$ cat src/rtl/dpf_pkg.sv
package dpf_pkg;

   localparam int CH_N  = 4;
   localparam int CH_W  = 2;
   localparam int SET_N = 2;

   typedef struct packed {
      logic            hit;
      logic [CH_W-1:0] ch;
   } page_sel_t;

   // Offset-within-group to channel map; the order is fixed by the bus.
   function automatic page_sel_t decode_page(input logic [2:0] low3);
      page_sel_t r;
      r = '0;
      case (low3)
         3'd7: begin r.hit = 1'b1; r.ch = 2'd0; end
         3'd3: begin r.hit = 1'b1; r.ch = 2'd1; end
         3'd1: begin r.hit = 1'b1; r.ch = 2'd2; end
         3'd2: begin r.hit = 1'b1; r.ch = 2'd3; end
         default: r = '0;
      endcase
      return r;
   endfunction

endpackage

$ cat src/rtl/dpf_regs.sv
module dpf_regs
   import dpf_pkg::*;
#(
   parameter int OFS_W  = 5,
   parameter int DATA_W = 8
) (
   input  logic              clk,
   input  logic              rst_n,
   input  logic [OFS_W-1:0]  io_ofs,
   input  logic              io_wr,
   input  logic [DATA_W-1:0] io_wdata,
   output logic [DATA_W-1:0] io_rd_data,
   input  logic [CH_W-1:0]   dma_ch,
   output logic [DATA_W-1:0] dma_page
);

   localparam int SEL_BIT = 3;
   localparam int IDX_W   = SEL_BIT + 1;
   localparam int SCR_D   = 1 << IDX_W;

   generate
      if (OFS_W < IDX_W) begin : g_bad_ofs
         $error("dpf_regs: OFS_W must be at least %0d", IDX_W);
      end
      if (DATA_W < 1) begin : g_bad_data
         $error("dpf_regs: DATA_W must be positive");
      end
   endgenerate

   logic [SCR_D-1:0][DATA_W-1:0]            scr_q;
   logic [SET_N-1:0][CH_N-1:0][DATA_W-1:0]  pg_q;

   logic [IDX_W-1:0] idx;
   logic             set_sel;
   page_sel_t        dec;

   always_comb begin
      idx     = IDX_W'(io_ofs % SCR_D);
      set_sel = io_ofs[SEL_BIT];
      dec     = decode_page(io_ofs[2:0]);
   end

   always_ff @(posedge clk) begin
      if (!rst_n) begin
         scr_q <= '0;
         pg_q  <= '0;
      end else if (io_wr) begin
         scr_q[idx] <= io_wdata;
         for (int s = 0; s < SET_N; s++) begin
            for (int c = 0; c < CH_N; c++) begin
               if (dec.hit && (dec.ch == CH_W'(c)) && (set_sel == s[0]))
                  pg_q[s][c] <= io_wdata;
            end
         end
      end
   end

   always_comb begin
      if (dec.hit) io_rd_data = pg_q[set_sel][dec.ch];
      else         io_rd_data = scr_q[idx];
      dma_page = pg_q[0][dma_ch];
   end

   AST_SCR_WRITE: assert property (@(posedge clk) disable iff (!rst_n)
      io_wr |=> scr_q[$past(idx)] == $past(io_wdata));
   AST_NO_WR_HOLD: assert property (@(posedge clk) disable iff (!rst_n)
      !io_wr |=> $stable(scr_q) && $stable(pg_q));
   AST_PAGE_CH0: assert property (@(posedge clk) disable iff (!rst_n)
      (io_wr && io_ofs[3:0] == 4'h7) |=> pg_q[0][0] == $past(io_wdata));

endmodule

$ cat src/rtl/dpf_chan.sv
module dpf_chan
   import dpf_pkg::*;
(
   input  logic            clk,
   input  logic            rst_n,
   input  logic [CH_N-1:0] dack_n,
   output logic [CH_W-1:0] eff_ch
);

   logic [CH_N-1:0] prev_q;
   logic [CH_N-1:0] fall;
   logic [CH_W-1:0] cur_q;
   logic [CH_W-1:0] low_ch;

   generate
      for (genvar k = 0; k < CH_N; k++) begin : g_edge
         assign fall[k] = prev_q[k] & ~dack_n[k];
      end
   endgenerate

   always_comb begin
      low_ch = '0;
      for (int k = CH_N - 1; k >= 0; k--) begin
         if (fall[k]) low_ch = CH_W'(k);
      end
      eff_ch = (|fall) ? low_ch : cur_q;
   end

   always_ff @(posedge clk) begin
      if (!rst_n) begin
         prev_q <= '1;
         cur_q  <= '0;
      end else begin
         prev_q <= dack_n;
         cur_q  <= eff_ch;
      end
   end

   AST_LOWEST_WINS: assert property (@(posedge clk) disable iff (!rst_n)
      fall[0] |=> cur_q == '0);
   AST_CH_HOLD: assert property (@(posedge clk) disable iff (!rst_n)
      (fall == '0) |=> $stable(cur_q));

endmodule

$ cat src/rtl/dpf_addr.sv
module dpf_addr #(
   parameter int DATA_W = 8,
   parameter int CA_W   = 16
) (
   input  logic                     dma_active,
   input  logic [DATA_W-1:0]        page,
   input  logic [CA_W-1:0]          ctl_addr,
   output logic [DATA_W+CA_W-1:0]   mem_addr
);

   generate
      if (CA_W < 1) begin : g_bad_ca
         $error("dpf_addr: CA_W must be positive");
      end
   endgenerate

   always_comb begin
      if (dma_active) mem_addr = {page, ctl_addr};
      else            mem_addr = '0;
   end

endmodule

$ cat src/rtl/dma_page_file.sv
module dma_page_file
   import dpf_pkg::*;
#(
   parameter int OFS_W  = 5,
   parameter int DATA_W = 8,
   parameter int CA_W   = 16,
   localparam int PA_W  = DATA_W + CA_W
) (
   input  logic              clk,
   input  logic              rst_n,
   input  logic [OFS_W-1:0]  io_ofs,
   input  logic              io_wr,
   input  logic [DATA_W-1:0] io_wdata,
   output logic [DATA_W-1:0] io_rd_data,
   input  logic [CH_N-1:0]   dack_n,
   input  logic              dma_active,
   input  logic [CA_W-1:0]   ctl_addr,
   output logic [PA_W-1:0]   mem_addr
);

   logic [CH_W-1:0]   eff_ch;
   logic [DATA_W-1:0] dma_page;

   dpf_regs #(.OFS_W(OFS_W), .DATA_W(DATA_W)) regs_i (
      .clk        (clk),
      .rst_n      (rst_n),
      .io_ofs     (io_ofs),
      .io_wr      (io_wr),
      .io_wdata   (io_wdata),
      .io_rd_data (io_rd_data),
      .dma_ch     (eff_ch),
      .dma_page   (dma_page)
   );

   dpf_chan chan_i (
      .clk    (clk),
      .rst_n  (rst_n),
      .dack_n (dack_n),
      .eff_ch (eff_ch)
   );

   dpf_addr #(.DATA_W(DATA_W), .CA_W(CA_W)) addr_i (
      .dma_active (dma_active),
      .page       (dma_page),
      .ctl_addr   (ctl_addr),
      .mem_addr   (mem_addr)
   );

   AST_LOW_PASS: assert property (@(posedge clk) disable iff (!rst_n)
      dma_active |-> mem_addr[CA_W-1:0] == ctl_addr);

endmodule

$ cat config.mk
export PLATFORM = sky130hd
export DESIGN_NAME = dma_page_file
export DESIGN_NICKNAME = d
export VERILOG_FILES = /design/src/rtl/dpf_pkg.sv /design/src/rtl/dpf_regs.sv /design/src/rtl/dpf_chan.sv /design/src/rtl/dpf_addr.sv /design/src/rtl/dma_page_file.sv
export SDC_FILE = /design/constraint.sdc
export NUM_CORES = 1
export LEC_CHECK = 0
export BUFFER_PORTS_ARGS = -buffer_cell sky130_fd_sc_hd__buf_2
export CAP_MARGIN = 0
export CORE_MARGIN = 4
export CORE_UTILIZATION = 55
export CTS_BUF_LIST = sky130_fd_sc_hd__clkbuf_8
export CTS_CLUSTER_SIZE = 20
export DETAILED_ROUTE_END_ITERATION = 16
export HOLD_SLACK_MARGIN = 0.08
export PLACE_DENSITY = 0.83
export SLEW_MARGIN = 30
export SYNTH_ARGS = -nofsm -noshare
export SYNTH_HDL_FRONTEND = slang
export SYNTH_HIERARCHICAL = 1
export SYNTH_SLANG_ARGS = --single-unit
$ cat constraint.sdc
create_clock -name clk -period 2.15 [get_ports clk]
set_clock_uncertainty 0.05 [all_clocks]
set_input_delay 0.43 -clock clk [delete_from_list [all_inputs] [get_ports clk]]
set_output_delay 0.43 -clock clk [all_outputs]
set_load 0.005 [all_outputs]
# [After elaboration in Yosys (flattened, before gate mapping)]
# Index checks and enable logic that the tools add are counted.
[op_classes] n_lt_le_gt_ge=5 n_eq_ne=7 mux=19 bitwise_logic=9 reduce_logical=23
[op_table] op="$bwmux 128" n=1
[op_table] op="$mux 32" n=2
[op_table] op="$mux 8" n=5
[op_table] op="$bmux 8 s2" n=2
[op_table] op="$bmux 8 s4" n=1
[op_table] op="$demux 8 s4" n=1
[op_table] op="$mux 24" n=1
[op_table] op="$reduce_and 2->1" n=8
[op_table] op="$logic_and 1x1->1" n=13
[op_table] op="$pmux 3 s4" n=1
[op_table] op="$mux 2" n=5
[op_table] op="$eq 3x2->1 const B" n=2
[op_table] op="$lt 2x3->1 const B" n=2
[op_table] op="$lt 4x5->1 const B" n=1
[op_table] op="$not 1->1" n=5
[op_table] op="$and 1x1->1" n=4
[op_table] op="$eq 2x2->1 const B" n=2
[op_table] op="$ge 4x1->1 const B" n=1
[op_table] op="$reduce_or 4->1" n=1
[op_table] op="$eq 3x1->1 const B" n=1
[op_table] op="$eq 3x3->1 const B" n=1
[op_table] op="$eq 2x1->1 const B" n=1
[op_table] op="$logic_not 2->1" n=1
[op_table] op="$lt 1x2->1 const B" n=1
[totals] ff_bits=198 input_bits=37 wordCells=89

# [Depth between registers and ports, before layout]
# Gate-level depths: netlist of run 1.
[depth] word_depth=10 ltp_mapped=8 depth_no_buf=5

# [Modules after synthesis]
# Netlist of run 1, hierarchy kept.
[modules_own_cells] module="dpf_regs" instances=1 cells_each=815 area_per_inst_um2=7223.2 seq_area_each_um2=2942.8
[modules_own_cells] module="dpf_chan" instances=1 cells_each=22 area_per_inst_um2=216.5 seq_area_each_um2=120.1
[modules_own_cells] module="dpf_addr" instances=1 cells_each=26 area_per_inst_um2=195.2 seq_area_each_um2=0.0

# [Worst setup path after synthesis of run 1]
# Ideal clock, no wire load.
[synth_timing] kind="input to output" from="input port dack_n[2]" to="output port mem_addr[16]" arrival_time_ns=1.707 required_ns=1.670 setup_slack_ns=-0.037 cell_stages=6 path_buffers=1 cell_sequence="nor2b_1 > o21bai_1 > a21boi_1 > buf_2 > mux4_2 > and2_2"
[synth_via] elab_chain_len=9 word_cells_on_any_way=10 classes_between="7 x mux; 2 x bitwise; 1 x reduce/logical"
[synth_lines] item="start, declared" line="dma_page_file.sv:15" text="input logic [CH_N-1:0] dack_n,"
[synth_lines] item="$not 1->1 *" line="dpf_chan.sv:17" text="assign fall[k] = prev_q[k] & ~dack_n[k];"
[synth_lines] item="$and 1x1->1 *" line="dpf_chan.sv:17"
[synth_lines] item="$mux 2 (3 in a row)" line="dpf_chan.sv:24" text="if (fall[k]) low_ch = CH_W'(k);"
[synth_lines] item="$mux 2 *" line="dpf_chan.sv:26" text="eff_ch = (|fall) ? low_ch : cur_q;"
[synth_lines] item="net eff_ch[0]" line="dma_page_file.sv:21" text="logic [CH_W-1:0] eff_ch;"
[synth_lines] item="$bmux 8 s2 *" line="dpf_regs.sv:61" text="dma_page = pg_q[0][dma_ch];"
[synth_lines] item="$mux 8 (not written as such) *" line="dpf_regs.sv:61"
[synth_lines] item="net dma_page[0]" line="dma_page_file.sv:22" text="logic [DATA_W-1:0] dma_page;"
[synth_lines] item="$mux 24 *" line="dpf_addr.sv:18" text="if (dma_active) mem_addr = {page, ctl_addr};"
[synth_lines] item="end, declared" line="dma_page_file.sv:18" text="output logic [PA_W-1:0] mem_addr"
# Mark *: on every way through the listed nets, which the timed path passes. The rest lies on a longest branch. The select of a mux whose other input is x is not followed.

# [Worst setup path in the final report of run 1]
[layout_timing] from="register chan_i.prev_q[2]" to="output port mem_addr[16]"
[layout_via] elab_chain_len=8 word_cells_on_any_way=9 classes_between="7 x mux; 1 x bitwise; 1 x reduce/logical"
[layout_lines] item="start, declared" line="dpf_chan.sv:10" text="logic [CH_N-1:0] prev_q;"
[layout_lines] item="start signal, assigned" line="dpf_chan.sv:34" text="prev_q <= dack_n;"
[layout_lines] item="$and 1x1->1 *" line="dpf_chan.sv:17"
[layout_lines] item="$mux 2 (3 in a row)" line="dpf_chan.sv:24"
[layout_lines] item="$mux 2 *" line="dpf_chan.sv:26"
[layout_lines] item="net eff_ch[0]" line="dma_page_file.sv:21"
[layout_lines] item="$bmux 8 s2 *" line="dpf_regs.sv:61"
[layout_lines] item="$mux 8 (not written as such) *" line="dpf_regs.sv:61"
[layout_lines] item="net dma_page[0]" line="dma_page_file.sv:22"
[layout_lines] item="$mux 24 *" line="dpf_addr.sv:18"
# Marks and branches as above.

==> flow_summary.ini, run 1 <==
[status]
status = finished, violations left
violations = negative setup slack

[synth]
syn_area_per_cell_um2 = 8.85
seq_area_frac_synth_pct = 40.1
async_reset_ff_share_pct = 0
synth_edf_count = 0
yosys_warnings = 6
synth_cells = 863
yosysTopAreaCell = dfxtp_1
synth_area_um2 = 7630
synth_top_area_share_pct = 40.1
synth.area.top_cells = dfxtp_1 40%, a21boi_0 13%, nand2_1 11%
synth_nets = 900
ys.flop_type = dfxtp_1
synth_commonest_cells = 224 x nand2_1, 153 x dfxtp_1, 136 x a21boi_0, 46 x clkbuf_1, 36 x o21ai_0
synth_cell_types = 53
yosysMostFrequentCell = nand2_1
ys_ff_latch = 153

[worst_setup_path]
crit_type = reg -> out
arrival_ns = 2.22
crit_path_start_kind = flop
crit_path_cell_trace = nor2b_4, o21bai_4, a21boi_2, buf_6, mux4_2, and2_4, buf_6
crit_slowest_cell = mux4_2
critPathMaxFanout = 8
worstPathRequired_ns = 1.67
critPathMaxStageDelay_ns = 0.53
crit_path_end_kind = output pin
path_common_cell = buf_6

[grt]
grt-ovfl-total = 0
grt_pass1_wl_mm = 35.0
grtUsageTotal_pct = 28.0
antenna_found_initial = 0
grt_pass1_vias = 6602
grt_max_degree = 154

[route]
firstDrtPassIters = 5
vias = 6806
drc = 0
viasPerCell = 5.98
wl_per_cell_um = 19.5
drt_iter0_markers = 868
wl_mm = 22.2
ant_nets = 0

[floorplan]
dieArea_um2 = 15800
core_area_um2 = 13400
chipHeight_um = 126
die_width_um = 126
num_rows = 42
initial_core_util_pct = 57.0
ioPinCount = 69

[job]
drv_cap = 0

[finish]
drive_gt1_share_pct = 29.8
fin_nets = 987
fin_util_pct = 67.6
layoutNonFillerInstCount = 1139
diodes = 0
syn_to_final_growth_pct = 18.6

[power_and_ir_drop]
intPower_mw = 4.18
p_switching_mw = 1.60
comb_power_share_pct = 11.7
p_seq_share_pct = 50.2
powerDensity_nw_per_um2 = 638
ir_worst_vdd_v = 0.000915
leakage_nw = 3.39
swShare_pct = 27.7
p_clk_share_pct = 38.1
power.total_mw = 5.78

[clock_tree]
cts_made_buffers = 17
cts_tree = done
cts.path.max_buffers = 2
cts.sinks = 153
ctsHtreeMaxLevel = 4
clk_pin_slew_worst_paths_ns = 0.09
clk_latency_ns = 0.47
cts_root_buf = clkbuf_8

[timing]
worst_slew_pin_slew_ns = 0.538
period_needed_ns = 2.70
worst_slack_ns = -0.549
hold_viol_final = 0
finalSetupTns_ns = -5.58
finalMaxSlewViolations = 0
rsz0062_at_grt = true
fmax_ghz = 0.371
setup-violations-final = 16
slew_headroom_pct = 64.1
post-route-period-util_pct = 126

[placement]
io_buffers = 67
place.gp.congestion = 0.922
dp_slack_ns = -0.371
hpwl_mm = 14.7
placed_cells = 1100

[hold_path]
holdCritPathClass = in -> reg
## area by class of cell
cell class	count	area [um^2]
inverters	4	18.8
clock inverters	13	136
multi-input cells	623	4260
fillers	1030	4350
flip-flops and latches	153	3080
well taps	176	220
clock buffers	19	262
repair buffers	151	1070
## power by group through the flow
stage / Sequential [mW] / Combinational, mW / Clock, mW
2_1_floorplan: 2.95 / 0.404 / 0
3_3_place_gp: 2.96 / 0.607 / 0
3_5_place_dp: 2.96 / 0.614 / 0
4_1_cts: 2.90 / 0.646 / 2.21
5_1_grt: 2.90 / 0.722 / 2.34
6_report: 2.90 / 0.676 / 2.20
## layout by cell type (no fill, tap or decap), types with 15 or more instances in the layout
| cell | n |
|---|---|
| nand3_1 | 28 |
| nand2_1 | 221 |
| nor2_1 | 15 |
| buf_2 | 56 |
| o21ai_0 | 35 |
| clkbuf_8 | 19 |
| mux4_2 | 27 |
| mux2i_1 | 31 |
| dfxtp_1 | 139 |
| a21boi_0 | 136 |
| buf_4 | 79 |
## registers in the layout (all words and copies together) (netlist names)
| name | count |
|---|---|
| regs_i/pg_q | 64 |
| chan_i/cur_q | 2 |
| chan_i/prev_q | 4 |
| regs_i/scr_q | 83 |
## per-layer routing
| layer | up-vias | GRT usage, % | part of all wire, % |
|---|---|---|---|
| met2 | 330 | 44.7 | 48 |
| met4 | 0 | 10.7 | 2.6 |
| met3 | 55 | 7.03 | 8.7 |
| li1 | 3144 | - | - |
| met5 | - | 0 | 0 |
| met1 | 3277 | 36.9 | 41 |
## cells by family after synthesis
kind of cell	count (synthesis)	share of synthesized area, %
simple gates	338	20.2
buf+inv	87	5.92
compound gates	221	20.5
mux	64	13.3
flops	153	40.1
## repair_timing
action / 4_1_cts / 5_1_grt
setup endpoints to repair: 16 / 16
pin swaps: 9 / 2
cloned: 0 / 0
resized for setup: 58 / 21
buffers inserted: 5 / 2
hold buffers: 0 / 0
## worst max-delay path: cells and delay by family (launching register included)
| family | cells | cell delay [ns] |
|---|---|---|
| AOI/OAI and AO/OA | 2 | 0.31 |
| buffers and inverters | 2 | 0.29 |
| DFF | 1 | 0.32 |
| muxes | 1 | 0.53 |
| and+or+nand+nor | 2 | 0.29 |
## worst paths after layout
check                                       from                to  slack (ns)  cells after the start
worst min-delay path                   dack_n[1]  chan_i/prev_q[1]        0.09                      2
worst max-delay path            chan_i/prev_q[2]      mem_addr[16]       -0.55                      7
worst max register to register  chan_i/prev_q[2]   chan_i/cur_q[1]        1.11                      4
worst min register to register  regs_i/scr_q[58]  regs_i/scr_q[58]        0.42                      2
## through the flow
step                      hold WS (ns)  cell area (um^2)
after floorplan                  0.380              7640
after global placement           0.396              8360
after detailed placement         0.401              8360
after CTS                       0.0812              8960
after global routing            0.0922              9050
final                           0.0902              9050
Note: power is estimated with default switching activity, not from simulation.
==> run 2, diff against run 1 <==
--- a/config.mk
+++ b/config.mk
@@ -13,9 +13,8 @@
 export CTS_CLUSTER_SIZE = 20
 export DETAILED_ROUTE_END_ITERATION = 16
 export HOLD_SLACK_MARGIN = 0.08
-export PLACE_DENSITY = 0.83
+export PLACE_DENSITY = 0.82
 export SLEW_MARGIN = 30
 export SYNTH_ARGS = -nofsm -noshare
 export SYNTH_HDL_FRONTEND = slang
-export SYNTH_HIERARCHICAL = 1
 export SYNTH_SLANG_ARGS = --single-unit
==> run 2 against run 1 <==
Compared with the run above: the flow still finishes with violations (negative setup slack); power up 8.4%; worst hold slack better by 0.043 ns; sequential power up 4%; clock power up 11%; synthesized area up 2.0%; first-iteration DRC count down 21%; synthesized cell count up 1.4%; critical endpoint is now mem_addr[21]; via count up 4.0%; setup slack better by 0.049 ns; fmax up 1.8%; flip-flop and latch count up 6; sequential share of layout area down 0.88 points.
==> flow_summary.ini, run 2 <==
[grt]
grt_max_degree = 47
grtUsageTotal_pct = 29.6
grt_pass1_wl_mm = 37.1
grt-ovfl-total = 0
antenna_found_initial = 0
grt_pass1_vias = 6821

[clock_tree]
clk_pin_slew_worst_paths_ns = 0.08
cts_tree = done
cts_root_buf = clkbuf_8
cts.sinks = 159
clk_latency_ns = 0.46
ctsHtreeMaxLevel = 4
cts_made_buffers = 17
cts.path.max_buffers = 2

[finish]
fin_nets = 1020
final_common_cell = nand2_1
n_fill_cell = 1038
fin_util_pct = 69.5
syn_to_final_growth_pct = 23.8
fin_area_um2 = 9640
largest_reg_flops = 89
top_register = regs_i.scr_q
drive_gt1_share_pct = 30.5
multi_input_area_um2 = 4520
layoutNonFillerInstCount = 1171
final-seq-area_um2 = 3200
most-common-layout-cells = 182 x nand2_1, 148 x dfxtp_1, 96 x a21boi_0
diodes = 0
reg.largest.list = regs_i.scr_q x89, regs_i.pg_q x64, chan_i.prev_q x4

[route]
vias = 7075
met3_length_mm = 1.99
firstDrtPassIters = 5
wl_mm = 23.9
wl_per_cell_um = 20.4
drt-met1-wl_mm = 9.21
routed-wl-met2_mm = 11.3
top_layer = met4
ant_nets = 0
drc = 0
drt_iter0_markers = 690
viasPerCell = 6.04

[synth]
synth_nets = 912
ys.flop_type = dfxtp_1
synth_commonest_cells = 189 x nand2_1, 159 x dfxtp_1, 96 x a21boi_0, 60 x mux2i_1, 53 x nor2b_1
synth_top_area_share_pct = 40.9
synth_area_um2 = 7790
seq_area_frac_synth_pct = 40.9
yosysMostFrequentCell = nand2_1
async_reset_ff_share_pct = 0
syn_area_per_cell_um2 = 8.90
yosys_warnings = 0
synth.area.top_cells = dfxtp_1 41%, a21boi_0 9.3%, nand2_1 9.1%
synth_cell_types = 50
yosysTopAreaCell = dfxtp_1
synth_cells = 875
ys_ff_latch = 159
synth_edf_count = 0

[floorplan]
dieArea_um2 = 16100
initial_core_util_pct = 56.1
chipHeight_um = 127
die_width_um = 127
core_area_um2 = 13900
num_rows = 43
ioPinCount = 69

[placement]
hpwl_mm = 15.9
placed_area_um2 = 8750
io_buffers = 67
dp_slack_ns = -0.284
placed_cells = 1130
place.gp.congestion = 0.943

[worst_setup_path]
ff2ff_setup_slack_ns = 1.03
critPathMaxStageDelay_ns = 0.33
critPathMaxFanout = 8
critPathLaunch = chan_i.prev_q[2]
r2r_start = chan_i.prev_q[2]
crit_path_start_kind = flop
crit_path_cell_trace = nor2b_4, o21bai_4, a21boi_2, buf_12, mux2_4, a221o_1, buf_2
crit_slowest_cell = a221o_1
crit_path_end_kind = output pin
arrival_ns = 2.17
crit_type = reg -> out
worstPathRequired_ns = 1.67

[timing]
hold_slack_ns = 0.133
hold_viol_final = 0
fmax_ghz = 0.377
rsz0062_at_grt = true
worst_slew_pin_slew_ns = 0.568
post-route-period-util_pct = 123
slew_headroom_pct = 62.1
period_needed_ns = 2.65
finalMaxSlewViolations = 0
worst_slack_ns = -0.500
setup-violations-final = 16

[job]
drv_cap = 0

[hold_path]
min-delay-start = dack_n[1]
holdCritPathClass = in -> reg

[status]
status = finished, violations left
violations = negative setup slack

[power_and_ir_drop]
p_switching_mw = 1.50
p_clk_share_pct = 39.0
p_seq_share_pct = 48.2
swShare_pct = 24.0
comb_power_share_pct = 12.8
ir_worst_vdd_v = 0.000388
intPower_mw = 4.76
powerDensity_nw_per_um2 = 649
leakage_nw = 3.67
==> run 2: changes by cell type after synthesis, sizes merged, moves of 12 or more <==
cell    before  now
nand3       28   10
nand2      225  193
nor2b       14   53
a21oi        8   20
a21boi     143  106
mux2i       31   60
==> run 2: metal layers <==
metal / track usage, % / vias to the layer above
met5: 0 / -
met4: 17.2 / 0
met3: 5.48 / 94
met2: 47.7 / 318
met1: 37.2 / 3422
li1: - / 3241
==> run 2: critical path, delay by kind of cell (launching register included) <==
kind | cells | cell delay, ns
flops | 1 | 0.30
simple gates | 1 | 0.12
buf+inv | 2 | 0.31
compound gates | 3 | 0.69
mux | 1 | 0.30
==> run 2: timing repair <==
item / 4_1_cts / 5_1_grt
setup endpoints to repair: 16 / 16
buffers inserted: 10 / 4
gates resized for setup: 71 / 26
pin swaps: 33 / 10
gates cloned: 1 / 0
hold buffers: 0 / 0
==> run 2: final timing paths <==
path	cells past startpoint	endpoint
worst max register to register	4	chan_i.cur_q[1]
worst min-delay path	2	chan_i.prev_q[1]
worst max-delay path	7	mem_addr[21]
worst min register to register	2	regs_i.scr_q[13]
==> run 2: layout make-up <==
cell class,instances,area share (%)
Clock inverter,8,1.71
Inverter,4,0.156
Multi-Input combinational cell,640,46.8
Clock buffer,19,2.71
Timing Repair Buffer,161,13.1
Tap cell,180,2.34
Sequential cell,159,33.1
==> run 2: cell families (layout without fill, tap and decap cells) <==
| kind of cell | Yosys count | after routing | synth area share (%) |
|---|---|---|---|
| buf+inv | 76 | 192 | 4.38 |
| simple gates | 340 | 340 | 21.3 |
| mux | 93 | 93 | 14.8 |
| compound gates | 207 | 207 | 18.7 |
| flops | 159 | 159 | 40.9 |
==> run 2: power by group through the flow <==
| stage | combinational (mW) | sequential (mW) | clock, mW |
|---|---|---|---|
| global placement | 0.689 | 3.08 | 0 |
| floorplan | 0.398 | 3.07 | 0 |
| finish | 0.804 | 3.02 | 2.44 |
| detailed placement | 0.697 | 3.08 | 0 |
| CTS | 0.766 | 3.01 | 2.47 |
| global route | 0.850 | 3.02 | 2.60 |
==> run 2: stage by stage <==
step,TNS (ns),total power [mW]
3_3_place_gp,-3.72,3.77
3_5_place_dp,-3.89,3.78
2_1_floorplan,0,3.47
6_report,-4.70,6.26
5_1_grt,-5.52,6.47
4_1_cts,-4.80,6.25
==> run 3, diff against run 2 <==
--- a/config.mk
+++ b/config.mk
@@ -13,7 +13,8 @@
 export CTS_CLUSTER_SIZE = 20
 export DETAILED_ROUTE_END_ITERATION = 16
 export HOLD_SLACK_MARGIN = 0.08
-export PLACE_DENSITY = 0.82
+export PLACE_DENSITY = 0.8
+export SKIP_LAST_GASP = 1
 export SLEW_MARGIN = 30
 export SYNTH_ARGS = -nofsm -noshare
 export SYNTH_HDL_FRONTEND = slang
==> constraint.sdc (replaced) <==
create_clock -name clk -period 2.8 [get_ports clk]
set_clock_uncertainty 0.05 [all_clocks]
set_input_delay 0.56 -clock clk [delete_from_list [all_inputs] [get_ports clk]]
set_output_delay 0.56 -clock clk [all_outputs]
set_load 0.005 [all_outputs]
==> run 3 against run 2 <==
Compared with the run above: highest routed layer unchanged; the flow now finishes without violations; critical path depth did not move; critical endpoint unchanged; non-clock buffer count decreased by 40; clock power fell by 22%.
==> flow_summary.ini, run 3 (same netlist as run 2, synthesis figures left out) <==
[worst_setup_path]
critPathMaxFanout = 8
ff2ff_setup_slack_ns = 1.70
crit_path_start_kind = flop
crit_type = reg -> out
crit_path_end_kind = output pin
worstPathRequired_ns = 2.19
critPathLaunch = chan_i.prev_q[2]
arrival_ns = 2.17
r2r_start = chan_i.prev_q[2]

[timing]
worst_slew_pin_slew_ns = 0.582
setup-violations-final = 0
rsz0062_at_grt = true
hold_viol_final = 0
post-route-period-util_pct = 99.1
slew_headroom_pct = 61.1
fmax_ghz = 0.360
period_needed_ns = 2.78
finalMaxSlewViolations = 0

[finish]
syn_to_final_growth_pct = 15.7
diodes = 0
drive_gt1_share_pct = 22.6
largest_reg_flops = 89
reg.largest.list = regs_i.scr_q x89, regs_i.pg_q x64, chan_i.prev_q x4
layoutNonFillerInstCount = 1135
fin_nets = 980
fin_area_um2 = 9020
top_register = regs_i.scr_q
final_common_cell = nand2_1
most-common-layout-cells = 189 x nand2_1, 159 x dfxtp_1, 96 x a21boi_0

[floorplan]
dieArea_um2 = 16100
ioPinCount = 69
die_width_um = 127
core_area_um2 = 13900
initial_core_util_pct = 56.1
num_rows = 43
chipHeight_um = 127

[route]
vias = 6596
wl_per_cell_um = 18.8
wl_mm = 21.3
firstDrtPassIters = 5
drt_iter0_markers = 556
drc = 0
viasPerCell = 5.81
ant_nets = 0

[clock_tree]
cts.sinks = 159
cts_root_buf = clkbuf_8
ctsHtreeMaxLevel = 4
cts_made_buffers = 17
cts_tree = done
cts.path.max_buffers = 2
clk_pin_slew_worst_paths_ns = 0.07
clk_latency_ns = 0.46

[grt]
antenna_found_initial = 0
grt_pass1_vias = 6385
grt-ovfl-total = 0
grt_max_degree = 78
grt_pass1_wl_mm = 33.6
grtUsageTotal_pct = 26.5

[placement]
io_buffers = 67
placed_area_um2 = 8510
hpwl_mm = 14.8
place.gp.congestion = 0.991
placed_cells = 1103

[hold_path]
holdCritPathClass = in -> reg
min-delay-start = dack_n[1]

[power_and_ir_drop]
ir_worst_vdd_v = 0.000527
leakage_nw = 3.38
powerDensity_nw_per_um2 = 526

[job]
drv_cap = 0

[status]
status = complete, no violations
[run 3: cell types whose count changed in the layout (fill, tap and decap cells not counted), sizes merged]
cell | before | now
buf | 161 | 121
clkbuf | 19 | 18
clkinv | 3 | 4
clkinvlp | 0 | 2
inv | 4 | 6
[run 3: critical path: stages, from the launching register on]
cell and delay (ns):
dfxtp_1 0.31, nor2b_4 0.12, o21bai_4 0.17, a21boi_2 0.19
buf_12 0.15, mux2_4 0.30, a221o_1 0.34, buf_2 0.13
[run 3: cell type report]
class / count / area, um^2
Fill cell: 1143 / 4860
Inverter: 4 / 15.0
Clock buffer: 18 / 248
Sequential cell: 159 / 3180
Multi-Input combinational cell: 640 / 4320
Tap cell: 180 / 225
Timing Repair Buffer: 121 / 831
Clock inverter: 13 / 196
[run 3: path summary, 6_finish.rpt]
path,to,cells after the start
max reg2reg,chan_i.cur_q[1],4
min,chan_i.prev_q[1],2
max,mem_addr[21],7
min reg2reg,regs_i.scr_q[82],2
[run 3: routing by layer]
| metal | global-route usage (%) | part of all wire, % | up-vias |
|---|---|---|---|
| li1 | - | - | 3158 |
| met1 | 33.8 | 43 | 3145 |
| met2 | 42.8 | 47 | 237 |
| met3 | 6.48 | 6.6 | 56 |
| met4 | 11.5 | 3.4 | 0 |
| met5 | 0 | 0 | - |
[run 3: through the flow]
step           hold slack, ns  total power [mW]  utilization (%)  setup TNS (ns)  worst slack (ns)
3_5_place_dp            0.397              2.87             61.3               0            0.0800
4_1_cts                 0.233              4.75             64.6         -0.0251           -0.0135
5_1_grt                 0.261              4.89             65.0          -0.284           -0.0457
3_3_place_gp            0.393              2.87             61.3               0             0.107
6_report                0.248              4.74             65.0               0            0.0241
2_1_floorplan           0.382              2.66                -               0             0.414
[run 3: power breakdown]
part / internal, mW / switching [mW] / total [mW]
sequential: 2.29 / 0.0208 / 2.31
clock: 1.07 / 0.835 / 1.90
combinational: 0.227 / 0.300 / 0.528
[run 3: repair_timing]
action / 4_1_cts / 5_1_grt
pin swaps: 9 / 5
setup endpoints to repair: 8 / 12
buffers inserted: 0 / 1
resized for setup: 4 / 11
hold buffers: 0 / 0
